[config.mk]
export PLATFORM = sky130hd
export DESIGN_NAME = vdma_bus_sched
export DESIGN_NICKNAME = d
export VERILOG_FILES = /design/src/rtl/vdma_pkg.sv /design/src/rtl/vdma_line_trig.sv /design/src/rtl/vdma_req_ctrl.sv /design/src/rtl/vdma_addr_mux.sv /design/src/rtl/vdma_bus_sched.sv
export SDC_FILE = /design/constraint.sdc
export NUM_CORES = 1
export LEC_CHECK = 0
export BUFFER_PORTS_ARGS = -buffer_cell sky130_fd_sc_hd__buf_4
export CAP_MARGIN = 15
export CORE_ASPECT_RATIO = 0.5
export CORE_MARGIN = 5
export CORE_UTILIZATION = 45
export CTS_BUF_LIST = sky130_fd_sc_hd__clkbuf_16
export DETAILED_ROUTE_END_ITERATION = 10
export PLACE_DENSITY_LB_ADDON = 0.25
export SLEW_MARGIN = 40
export SYNTH_ARGS = -nofsm -noshare
export SYNTH_HDL_FRONTEND = slang
export SYNTH_HIERARCHICAL = 1
export SYNTH_SLANG_ARGS = --single-unit
[constraint.sdc]
create_clock -name clk -period 2.77 [get_ports clk]
set_clock_uncertainty 0.05 [all_clocks]
set_input_delay 0.277 -clock clk [delete_from_list [all_inputs] [get_ports clk]]
set_output_delay 0.277 -clock clk [all_outputs]
set_load 0.05 [all_outputs]
[src/rtl/vdma_pkg.sv]
package vdma_pkg;

  typedef enum logic [1:0] {
    ST_IDLE = 2'd0,
    ST_WAIT = 2'd1,
    ST_OWN  = 2'd2,
    ST_DROP = 2'd3
  } sched_st_e;

endpackage

[src/rtl/vdma_line_trig.sv]
module vdma_line_trig #(
  parameter int LINE_W = 4,
  parameter int LINE_A = 6,
  parameter int LINE_B = 14
) (
  input  logic              clk,
  input  logic              rst_n,
  input  logic [LINE_W-1:0] scan_line,
  output logic              trig
);

  localparam logic [LINE_W-1:0] HIT_A = LINE_A[LINE_W-1:0];
  localparam logic [LINE_W-1:0] HIT_B = LINE_B[LINE_W-1:0];

  logic [LINE_W-1:0] prev_q, prev_d;
  logic              is_hit, changed;

  always_comb begin
    prev_d  = scan_line;
    changed = (scan_line != prev_q);
    is_hit  = (scan_line == HIT_A) || (scan_line == HIT_B);
    trig    = changed && is_hit;
  end

  always_ff @(posedge clk or negedge rst_n) begin
    if (!rst_n) prev_q <= '0;
    else        prev_q <= prev_d;
  end

  // a held hit line must not fire twice in a row
  assert_no_repeat_R3: assert property (@(posedge clk) disable iff (!rst_n)
    trig |=> !trig);

endmodule

[src/rtl/vdma_req_ctrl.sv]
module vdma_req_ctrl
  import vdma_pkg::*;
#(
  parameter int CNT_W = 8
) (
  input  logic             clk,
  input  logic             rst_n,
  input  logic             trig,
  input  logic [CNT_W-1:0] burst_len,
  input  logic             fetch_done,
  input  logic             bus_ack_n,
  output logic             bus_req_n
);

  localparam int XW = CNT_W + 1;

  sched_st_e        st_q, st_d;
  logic [CNT_W-1:0] cnt_q, cnt_d;
  logic             cnt_en;
  logic [XW-1:0]    cnt_next;
  logic             last_fetch;

  always_comb begin
    cnt_next   = {1'b0, cnt_q} + XW'(1);
    last_fetch = (cnt_next >= {1'b0, burst_len});
  end

  always_comb begin
    st_d   = st_q;
    cnt_d  = cnt_q;
    cnt_en = 1'b0;
    unique case (st_q)
      ST_IDLE: if (trig) st_d = ST_WAIT;
      ST_WAIT: if (!bus_ack_n) begin
        st_d   = ST_OWN;
        cnt_d  = '0;
        cnt_en = 1'b1;
      end
      ST_OWN: if (fetch_done) begin
        cnt_en = 1'b1;
        if (last_fetch) begin
          st_d  = ST_DROP;
          cnt_d = '0;
        end else begin
          cnt_d = cnt_next[CNT_W-1:0];
        end
      end
      ST_DROP: if (bus_ack_n) st_d = ST_IDLE;
      default: st_d = ST_IDLE;
    endcase
  end

  always_ff @(posedge clk or negedge rst_n) begin
    if (!rst_n) st_q <= ST_IDLE;
    else        st_q <= st_d;
  end

  always_ff @(posedge clk or negedge rst_n) begin
    if (!rst_n)      cnt_q <= '0;
    else if (cnt_en) cnt_q <= cnt_d;
  end

  always_comb bus_req_n = !((st_q == ST_WAIT) || (st_q == ST_OWN));

  // counter only advances while the bus is owned
  assert_cnt_clear_R9: assert property (@(posedge clk) disable iff (!rst_n)
    (st_q != ST_OWN) |-> (cnt_q == '0));

  // request is only released by a counted fetch
  assert_release_by_fetch_R8: assert property (@(posedge clk) disable iff (!rst_n)
    $rose(bus_req_n) |-> $past(fetch_done));

endmodule

[src/rtl/vdma_addr_mux.sv]
module vdma_addr_mux #(
  parameter int LO_W = 12,
  parameter int HI_W = 4
) (
  input  logic               clk,
  input  logic               rst_n,
  input  logic               upper_wr,
  input  logic [HI_W-1:0]    upper_din,
  input  logic               ack_hi,
  input  logic               ack_lo_n,
  input  logic [LO_W-1:0]    ctrl_addr,
  output logic [LO_W+HI_W-1:0] dma_addr
);

  logic [HI_W-1:0] page_q, page_d;
  logic [LO_W-1:0] lo_part;
  logic [HI_W-1:0] hi_part;

  always_comb begin
    page_d  = upper_din;
    lo_part = ack_hi    ? ctrl_addr : '0;
    hi_part = !ack_lo_n ? page_q    : '0;
    dma_addr = {hi_part, lo_part};
  end

  always_ff @(posedge clk or negedge rst_n) begin
    if (!rst_n)        page_q <= '0;
    else if (upper_wr) page_q <= page_d;
  end

  assert_page_hold_R6: assert property (@(posedge clk) disable iff (!rst_n)
    !$past(upper_wr) |-> $stable(page_q));

endmodule

[src/rtl/vdma_bus_sched.sv]
module vdma_bus_sched #(
  parameter int LINE_W = 4,
  parameter int LO_W   = 12,
  parameter int HI_W   = 4,
  parameter int CNT_W  = 8,
  parameter int LINE_A = 6,
  parameter int LINE_B = 14
) (
  input  logic                   clk,
  input  logic                   rst_n,
  input  logic [LINE_W-1:0]      scan_line,
  input  logic [CNT_W-1:0]       burst_len,
  input  logic                   fetch_done,
  input  logic                   bus_ack_n,
  input  logic [LO_W-1:0]        ctrl_addr,
  input  logic                   upper_wr,
  input  logic [HI_W-1:0]        upper_din,
  output logic                   bus_req_n,
  output logic                   ack_hi,
  output logic                   ack_lo_n,
  output logic                   recirc,
  output logic [LO_W+HI_W-1:0]   dma_addr
);

  logic [1:0] rst_sync_q;
  logic       rst_s;
  logic       trig;

  always_ff @(posedge clk or negedge rst_n) begin
    if (!rst_n) rst_sync_q <= 2'b00;
    else        rst_sync_q <= {rst_sync_q[0], 1'b1};
  end
  always_comb rst_s = rst_sync_q[1];

  always_comb begin
    ack_hi   = !bus_ack_n;
    ack_lo_n = bus_ack_n;
    recirc   = bus_ack_n;
  end

  vdma_line_trig #(
    .LINE_W(LINE_W), .LINE_A(LINE_A), .LINE_B(LINE_B)
  ) u_trig (
    .clk(clk), .rst_n(rst_s), .scan_line(scan_line), .trig(trig)
  );

  vdma_req_ctrl #(.CNT_W(CNT_W)) u_req (
    .clk(clk), .rst_n(rst_s), .trig(trig), .burst_len(burst_len),
    .fetch_done(fetch_done), .bus_ack_n(bus_ack_n), .bus_req_n(bus_req_n)
  );

  vdma_addr_mux #(.LO_W(LO_W), .HI_W(HI_W)) u_addr (
    .clk(clk), .rst_n(rst_s), .upper_wr(upper_wr), .upper_din(upper_din),
    .ack_hi(ack_hi), .ack_lo_n(ack_lo_n), .ctrl_addr(ctrl_addr),
    .dma_addr(dma_addr)
  );

  // a request only begins after a line trigger
  assert_req_from_trig_R2: assert property (@(posedge clk) disable iff (!rst_s)
    $fell(bus_req_n) |-> $past(trig));

  // no new request while the previous grant is still held
  assert_no_overlap_R10: assert property (@(posedge clk) disable iff (!rst_s)
    $fell(bus_req_n) |-> $past(bus_ack_n));

  // address bits are never driven without a grant
  assert_addr_idle_R5: assert property (@(posedge clk) disable iff (!rst_s)
    bus_ack_n |-> (dma_addr == '0));

endmodule

======== After elaboration in Yosys (flattened, before gate mapping) ========
Index checks and enable logic that the tools add are counted.
storage, ports and cells
  output and inout bits ................... 20
  register bits after elaboration ......... 20
  bits in read-only memories .............. 0
  input port bits ......................... 33
  memories kept ........................... 0
  logic and storage cells ................. 42
  memory bits (writable) .................. 0
  bits in latches ......................... 0
cells by class
  reductions and logical operators ........ 9
  multipliers ............................. 0
  muxes and demuxes ....................... 15
  bitwise operators ....................... 0
  $add $sub $neg .......................... 1
  shift operators ......................... 0
  eq/ne operators ......................... 11
  div/mod/pow operators ................... 0
  magnitude comparators ................... 1
operators with widths
  cell                                                   count
  two-way mux 8 bit                                      3
  one-hot mux 8 bit (2 select lines)                     1
  two-way mux 12 bit                                     1
  two-way mux 2 bit                                      5
  adder 8 x 1 -> 9 bit, second input constant            1
  greater-or-equal comparator 9 x 8 -> 1 bit             1
  inequality test 2 bit, second input constant           4
  one-hot mux 2 bit (4 select lines)                     1
  AND reduction 5 bit                                    1
  equality test 2 bit, second input constant             2
  equality test 4 x 3 -> 1 bit, second input constant    1
  equality test 4 bit, second input constant             1
  two-way mux 4 bit                                      1
  inequality test 4 bit                                  1
  AND reduction 4 bit                                    1
  equality test 2 x 1 -> 1 bit, second input constant    1
  zero test 1 bit                                        2
  zero test 2 bit                                        1
  logical OR 1 bit                                       2
  two-way mux 1 bit                                      2
  inequality test 2 x 1 -> 1 bit, second input constant  1
  one-hot mux 1 bit (2 select lines)                     1
  nonzero test 2 bit                                     1
  logical AND 1 bit                                      1

======== Longest topological paths before layout ========
Gate-level depths: netlist of run 1.
  word-level depth ........................ 5
  gate-level depth with buffers ........... 11
  mapped depth without buffers ............ 11

======== Cells and area by module ========
Netlist of run 1, hierarchy kept.
modules (own cells, without submodules)
  module          times used  cells each  area each (um^2)  seq. area each (um^2)
  vdma_req_ctrl   1           104         893.4             250.2
  vdma_addr_mux   1           25          250.2             100.1
  vdma_line_trig  1           8           128.9             100.1
  vdma_bus_sched  1           6           72.6              50.0

======== Worst setup path before layout of run 1 ========
OpenSTA, ideal clock, no wires.
  path kind ............................... register to register
  start ................................... reg u_req.cnt_q[0]
  end ..................................... reg u_req.cnt_q[2]
  library setup time ...................... 104 ps
  cell stages (with the launch flop) ...... 10
  required time ........................... 2,616 ps
  period minus slack after synthesis ...... 2,384 ps
  data arrival time ....................... 2,230 ps
  buffers on the path ..................... 0
  slack ................................... 386 ps
  path through ............................ dfrtp_1 -> ha_1 -> nand4_1 -> xnor2_1 -> ha_1 -> a211oi_1 -> nand2_1 -> a21oi_2 -> nand2_1 -> o311ai_1
between the ends
  longest elaborated chain between the ends .. 5
RTL lines
  item                                        RTL line             source
  start, declared                             vdma_req_ctrl.sv:18  logic [CNT_W-1:0] cnt_q, cnt_d;
  start signal, assigned                      vdma_req_ctrl.sv:60  else if (cnt_en) cnt_q <= cnt_d;
  adder 8 x 1 -> 9 bit *                      vdma_req_ctrl.sv:24  cnt_next = {1'b0, cnt_q} + XW'(1);
  greater-or-equal comparator 9 x 8 -> 1 bit  vdma_req_ctrl.sv:25  last_fetch = (cnt_next >= {1'b0, burst_len});
  two-way mux 8 bit *                         vdma_req_ctrl.sv:41  if (last_fetch) begin
  two-way mux 8 bit *                         vdma_req_ctrl.sv:39  ST_OWN: if (fetch_done) begin
  one-hot mux 8 bit (2 select lines) *        vdma_req_ctrl.sv:32  unique case (st_q)
Mark *: on every way between the ends. The rest lies on a longest branch, timed or not. The select of a mux whose other input is x is not followed.
A chain may end at the register's enable or synchronous reset.

======== Worst setup path after layout of run 1 ========
Ends and elaborated chain as after synthesis.

==> flow_summary.json, run 1 <==
{
  "path_depth": 9,
  "critical_path.endpoint": "u_req/cnt_q[2]",
  "ant_nets": 0,
  "ys_ff_latch": 20,
  "setup_viol": 0,
  "drv_cap": 0,
  "ys.flop_type": "dfrtp_1",
  "die_h_um": 48.7,
  "cp_top_family": "compound AO/OA/AOI/OAI gates",
  "cts_tree": "built",
  "clock-root-buffer": "clkbuf_16",
  "drt_first_iter_violations": 27,
  "comb_power_share_pct": 44.7,
  "dp_hpwl_um": 2450,
  "use_met3_pct": 5.25,
  "grt-ovfl-total": 0,
  "start_util_pct": 46.0,
  "worst-path-buf-inv": 0,
  "ys_seq_area_share_pct": 37.2,
  "crit_type": "reg2reg",
  "leakagePower_nw": 0.953,
  "numPortBuffers": 52,
  "finalWeightedCongestion": 0.854,
  "crit_path_max_incr_delay_ns": 0.47,
  "final.period_utilization_pct": 94.1,
  "syn_area_um2": 1350,
  "final_common_cell": "buf_4",
  "clk_pin_slew_ns": 0.06,
  "htreeDepth": 1,
  "syn_avg_cell_area_um2": 9.41,
  "rows": 14,
  "swShare_pct": 37.8,
  "synth_area_leaders": "dfrtp_1 37%, ha_1 12%, and2_1 5.6%, inv_1 4.5%, nand2_1 3.9%",
  "num_io_pins": 53,
  "critPathLaunch": "u_req/cnt_q[0]",
  "crit_chain": "ha_2 > nand4_1 > xnor2_1 > ha_1 > a211oi_1 > nand2_1 > a21oi_4 > nand2_1 > o311ai_1",
  "cp_slowest_cell": "dfrtp_1",
  "start_kind": "flip-flop",
  "antenna_found_initial": 0,
  "critPathMaxFanout": 6,
  "syn_nets": 189,
  "areaGrowthSynthToFinish_pct": 42.8,
  "power_frac_clock_pct": 28.2,
  "nets": 247,
  "ff2ff_setup_slack_ns": 0.16,
  "drc_errors": 0,
  "internal_power_w": 0.000870,
  "slew_violations": 0,
  "via_per_inst": 4.98,
  "core-area_um2": 2930,
  "rsz0062_at_grt": "false",
  "yosysTopAreaCellShare_pct": 37.2,
  "placed_cell_area_um2": 1780,
  "routedWlPerCell_um": 12.7,
  "grt_pass1_vias": 1097,
  "reg2reg_to": "u_req/cnt_q[2]",
  "first_pass_iters": 4,
  "ys_types": 41,
  "final_cell_mix": "57 x buf_4, 19 x dfrtp_1, 16 x inv_1",
  "die_w_um": 87.3,
  "grtUsageTotal_pct": 14.4,
  "reg2regPathDepth": 9,
  "r2r-start": "u_req/cnt_q[0]",
  "crit_top_cell": "nand2_1",
  "grt_pass1_wl_um": 4870,
  "finalHoldViolCount": 0,
  "wl_um": 3040,
  "drive_above_1_share_pct": 35.5,
  "synthCells": 143,
  "grt.met2_usage_pct": 23.9,
  "grt-busiest-layer": "met2",
  "fin_area_um2": 1920,
  "hp-class": "in2reg",
  "vias": 1195,
  "cts_buffers": 3,
  "clockBufferDepth": 2,
  "status": "finished, final reports clean",
  "p_seq_share_pct": 27.1,
  "synth_top_area_cell": "dfrtp_1",
  "ir_drop_v": 0.000383,
  "critical_path_arrival_ns": 2.70,
  "ys_warn_count": 6,
  "power.density_nw_per_um2": 728,
  "switching_power_w": 0.000528,
  "grt_max_degree": 19,
  "synth_edf_count": 0,
  "use_met1_pct": 17.0,
  "num_antenna_cells": 0,
  "worstSetupEndpointType": "flip-flop",
  "die_area_um2": 4250,
  "post-route-min-period_ns": 2.61,
  "required_ns": 2.87,
  "fmax_mhz": 384,
  "async_reset_ff_share_pct": 100,
  "cts.sinks": 20,
  "fin_tns_setup_ns": 0,
  "clock_latency_ns": 0.25
}
registers in the layout (all words and copies together), names as in the netlist:
signal,count
u_req/cnt_q,8
rst_sync_q,2
u_addr/page_q,4
u_req/st_q,2
u_trig/prev_q,4
cells by family (layout without fill, tap and decap cells):
family / Yosys count / after routing / synth area share, %
mux: 5 / 5 / 4.09
buf+inv: 21 / 78 / 6.60
compound gates: 20 / 20 / 11.1
xor+xnor: 7 / 7 / 4.56
simple gates: 56 / 56 / 24.1
flops: 20 / 20 / 37.2
other cells: 1 / 1 / 0.279
fa+ha+maj: 13 / 13 / 12.1
power groups by stage:
stage                     registers, W  logic (W)  clock network [W]
final                         0.000379   0.000625           0.000395
after floorplan               0.000382   0.000409                  0
after CTS                     0.000379   0.000615           0.000403
after detailed placement      0.000385   0.000610                  0
after global placement        0.000381   0.000604                  0
after global routing          0.000386   0.000694           0.000420
layer usage:
metal	vias to the layer above	wire, um
li1	595	-
met3	6	404
met1	542	1270
met2	52	1310
met4	0	58
met5	-	0
Yosys cell counts, drive strengths merged (2+ instances only):
cell     instances
o2111ai          2
inv             16
nor2b            6
nand4            5
a21oi            3
mux2             4
nor2             3
xnor2            6
and2            13
ha              13
nand2           14
nand2b           2
o21ai            6
buf              3
or3              2
nand3            7
dfrtp           20
o311ai           2
o211ai           2
clkbuf           2
worst reg2reg max path: cells and delay by family, from the launching register on:
kind                     cells  cell delay (ns)
AO/OA/AOI/OAI                3             0.76
XOR/XNOR                     1             0.18
adder cells (fa/ha/maj)      2             0.57
flip-flops                   1             0.47
AND/OR/NAND/NOR              3             0.48
metrics by stage:
stage | util (%) | hold slack [ns] | setup slack (ns) | instances | power (W)
3_5_place_dp | 60.8 | 0.0104 | 0.118 | 233 | 0.000995
2_1_floorplan | - | -0.0686 | 0.386 | 143 | 0.000792
4_1_cts | 64.8 | 0.0821 | 0.111 | 238 | 0.00140
3_3_place_gp | 60.8 | 0.00912 | 0.244 | 233 | 0.000984
6_report | 65.7 | 0.0860 | 0.165 | 240 | 0.00140
5_1_grt | 65.7 | 0.0831 | 0.0120 | 240 | 0.00150
repair_timing:
item	in CTS	in global routing
buffers inserted	0	2
hold endpoints to repair	2	0
endpoints found under the setup margin	0	6
hold buffers	1	0
gates resized for setup	0	2
worst min path at each step:
| stage | startpoint | to | depth (start not counted) |
|---|---|---|---|
| after floorplan | rst_n | rst_sync_q[0] | 0 |
| after global placement | rst_n | rst_sync_q[1] | 1 |
| final | scan_line[1] | u_trig/prev_q[1] | 1 |
| after CTS | scan_line[1] | u_trig/prev_q[1] | 1 |
| after detailed placement | rst_n | rst_sync_q[1] | 1 |
| after global routing | scan_line[2] | u_trig/prev_q[2] | 1 |
final cells by class:
class,instances,area [um2]
fill,255,1000
multi-input combinational,102,766
sequential,20,502
timing repair buffer,58,438
clock buffer,3,75.1
inverter,16,60.1
tap,40,50.0
clock inverter,1,30.0
Note: power is estimated with default switching activity, not from simulation.
==> inputs of run 2 (changes only) <==
--- a/config.mk
+++ b/config.mk
@@ -7,12 +7,12 @@
 export LEC_CHECK = 0
 export BUFFER_PORTS_ARGS = -buffer_cell sky130_fd_sc_hd__buf_4
 export CAP_MARGIN = 15
-export CORE_ASPECT_RATIO = 0.5
 export CORE_MARGIN = 5
 export CORE_UTILIZATION = 45
 export CTS_BUF_LIST = sky130_fd_sc_hd__clkbuf_16
 export DETAILED_ROUTE_END_ITERATION = 10
 export PLACE_DENSITY_LB_ADDON = 0.25
+export SETUP_SLACK_MARGIN = 0.5
 export SLEW_MARGIN = 40
 export SYNTH_ARGS = -nofsm -noshare
 export SYNTH_HDL_FRONTEND = slang
==> constraint.sdc (replaced) <==
create_clock -name clk -period 2.77 [get_ports clk]
set_clock_uncertainty 0.05 [all_clocks]
set_input_delay 0.4155 -clock clk [delete_from_list [all_inputs] [get_ports clk]]
set_output_delay 0.4155 -clock clk [all_outputs]
set_load 0.05 [all_outputs]
==> run 2 against run 1 <==
  * Register-to-register slack better by 0.29 ns
  * Non-clock buffer count up 11
  * Global-route usage up 3.2 points
  * Sequential share of layout area fell by 1.7 points
  * Utilization rose by 8.2 points
  * First-iteration DRC count is the same
  * Clock power decreased by 3%
  * Sequential cell count is the same
  * Final cell count up 0.83%
  * Combinational power grew 18%
  * Via count grew 6.9%
  * Count of clock-buffer cells in the layout unchanged
  * Critical path type unchanged
  * Largest cell class unchanged
  * Largest power group unchanged
==> flow_summary.json, run 2 (synthesis results as in run 1) <==
{
  "fin_tns_setup_ns": 0,
  "cts_tree": "built",
  "drive_above_1_share_pct": 45.5,
  "clock-root-buffer": "clkbuf_16",
  "critPathMaxFanout": 5,
  "htreeDepth": 1,
  "rows": 19,
  "dp_hpwl_um": 2610,
  "post-route-min-period_ns": 2.31,
  "drc_errors": 0,
  "critical_path_arrival_ns": 2.43,
  "setup_viol": 0,
  "finalWeightedCongestion": 0.837,
  "cts_buffers": 3,
  "via_per_inst": 5.28,
  "fin_area_um2": 2070,
  "start_util_pct": 47.9,
  "ant_nets": 0,
  "hp-class": "in2reg",
  "finalHoldViolCount": 0,
  "hold_path_depth": 1,
  "rsz0062_at_grt": "true",
  "areaGrowthSynthToFinish_pct": 54.0,
  "reg2reg_to": "u_req/st_q[1]",
  "holdPathEnd": "u_trig/prev_q[0]",
  "crit_type": "reg2reg",
  "num_io_pins": 53,
  "biggestRegsByFlops": "u_req/cnt_q x8, u_addr/page_q x4, u_trig/prev_q x4",
  "numPortBuffers": 52,
  "slew_violations": 0,
  "cts.sinks": 20,
  "core-area_um2": 2810,
  "final_cell_mix": "68 x buf_4, 16 x inv_1, 16 x dfrtp_1",
  "final.period_utilization_pct": 83.4,
  "grt-ovfl-total": 0,
  "r2r-start": "u_req/cnt_q[1]",
  "placed_cell_area_um2": 1780,
  "grt_pass1_wl_um": 5840,
  "power.density_nw_per_um2": 728,
  "start_kind": "flip-flop",
  "final_common_cell": "buf_4",
  "worstSetupEndpointType": "flip-flop",
  "clockBufferDepth": 2,
  "die_w_um": 64.7,
  "status": "finished, final reports clean",
  "grt_pass1_vias": 1313,
  "fmax_mhz": 433,
  "first_pass_iters": 4,
  "nFillCells": 202,
  "ff2ff_setup_slack_ns": 0.46,
  "nets": 258,
  "vias": 1278,
  "leakagePower_nw": 1.02,
  "clk_pin_slew_ns": 0.05,
  "wl_um": 3440,
  "tightest_slew_ns": 0.696,
  "die_h_um": 64.7,
  "largest_reg_flops": 8,
  "required_ns": 2.89,
  "grt_max_degree": 19,
  "drt_first_iter_violations": 27,
  "num_antenna_cells": 0,
  "antenna_found_initial": 0,
  "total_power_w": 0.00151,
  "reg2regPathDepth": 9,
  "grtUsageTotal_pct": 17.7,
  "clock_latency_ns": 0.25,
  "hp-start": "scan_line[0]",
  "drv_cap": 0,
  "routedWlPerCell_um": 14.2,
  "slew_headroom_pct": 53.6,
  "die_area_um2": 4180,
  "ir_drop_v": 0.000701,
  "largest_register": "u_req/cnt_q"
}
[run 2: through the flow]
| stage | util, % | instances | worst slack [ns] | hold WS (ns) |
|---|---|---|---|---|
| after global placement | 63.4 | 222 | 0.284 | 0.148 |
| final | 73.8 | 242 | 0.460 | 0.228 |
| after detailed placement | 63.4 | 222 | 0.165 | 0.149 |
| after global routing | 73.8 | 242 | 0.310 | 0.225 |
| after floorplan | - | 143 | 0.473 | 0.0699 |
| after CTS | 72.7 | 240 | 0.489 | 0.225 |
[run 2: final cells by class]
class / instances / area [um2] / area share, %
repair buffers: 69 / 520 / 25.1
clock buffers: 3 / 75.1 / 3.63
multi-input cells: 102 / 841 / 40.6
flip-flops and latches: 20 / 505 / 24.4
well taps: 31 / 38.8 / 1.87
inverters: 16 / 60.1 / 2.90
clock inverters: 1 / 30.0 / 1.45
[run 2: metal layers]
metal  vias to the layer above  track usage, %  routed length, um
met5                         -               0                  0
li1                        621               -                  -
met1                       612            19.7               1300
met2                        43            34.0               1860
met4                         0            2.37                 10
met3                         2            5.01                271
[run 2: what timing repair did]
| action | CTS | global route |
|---|---|---|
| endpoints found under the hold margin | 2 | 0 |
| pin swaps | 8 | 12 |
| resized for setup | 15 | 5 |
| endpoints found under the setup margin | 10 | 10 |
| hold buffers | 1 | 0 |
| buffers inserted | 13 | 2 |
[run 2: how the worst max path moves through the flow]
| stage | slack (ns) | end | startpoint |
|---|---|---|---|
| 6_report | 0.46 | u_req/st_q[1] | u_req/cnt_q[1] |
| 5_1_grt | 0.31 | u_req/st_q[1] | u_req/cnt_q[0] |
| 4_1_cts | 0.49 | u_req/st_q[1] | u_req/cnt_q[0] |
| 3_5_place_dp | 0.16 | u_req/st_q[0] | u_req/cnt_q[2] |
| 3_3_place_gp | 0.28 | u_req/st_q[1] | u_req/cnt_q[2] |
| 2_1_floorplan | 0.47 | u_req/st_q[1] | u_req/cnt_q[2] |
[run 2: critical path: stages (launching register included)]
cell and delay, ns:
dfrtp_2 0.44, ha_4 0.15, nand4_1 0.13, xnor2_1 0.17
ha_1 0.34, a211oi_2 0.19, nand2_1 0.11, a21oi_4 0.24
a21o_1 0.22, mux2i_1 0.19
[run 2: report_power, final]
group | internal [W] | total, W | leakage (nW) | switching, W
logic | 0.000309 | 0.000738 | 0.728 | 0.000429
registers | 0.000340 | 0.000384 | 0.243 | 0.0000440
clock network | 0.000286 | 0.000384 | 0.0511 | 0.0000983
total | 0.000935 | 0.00151 | 1.02 | 0.000572
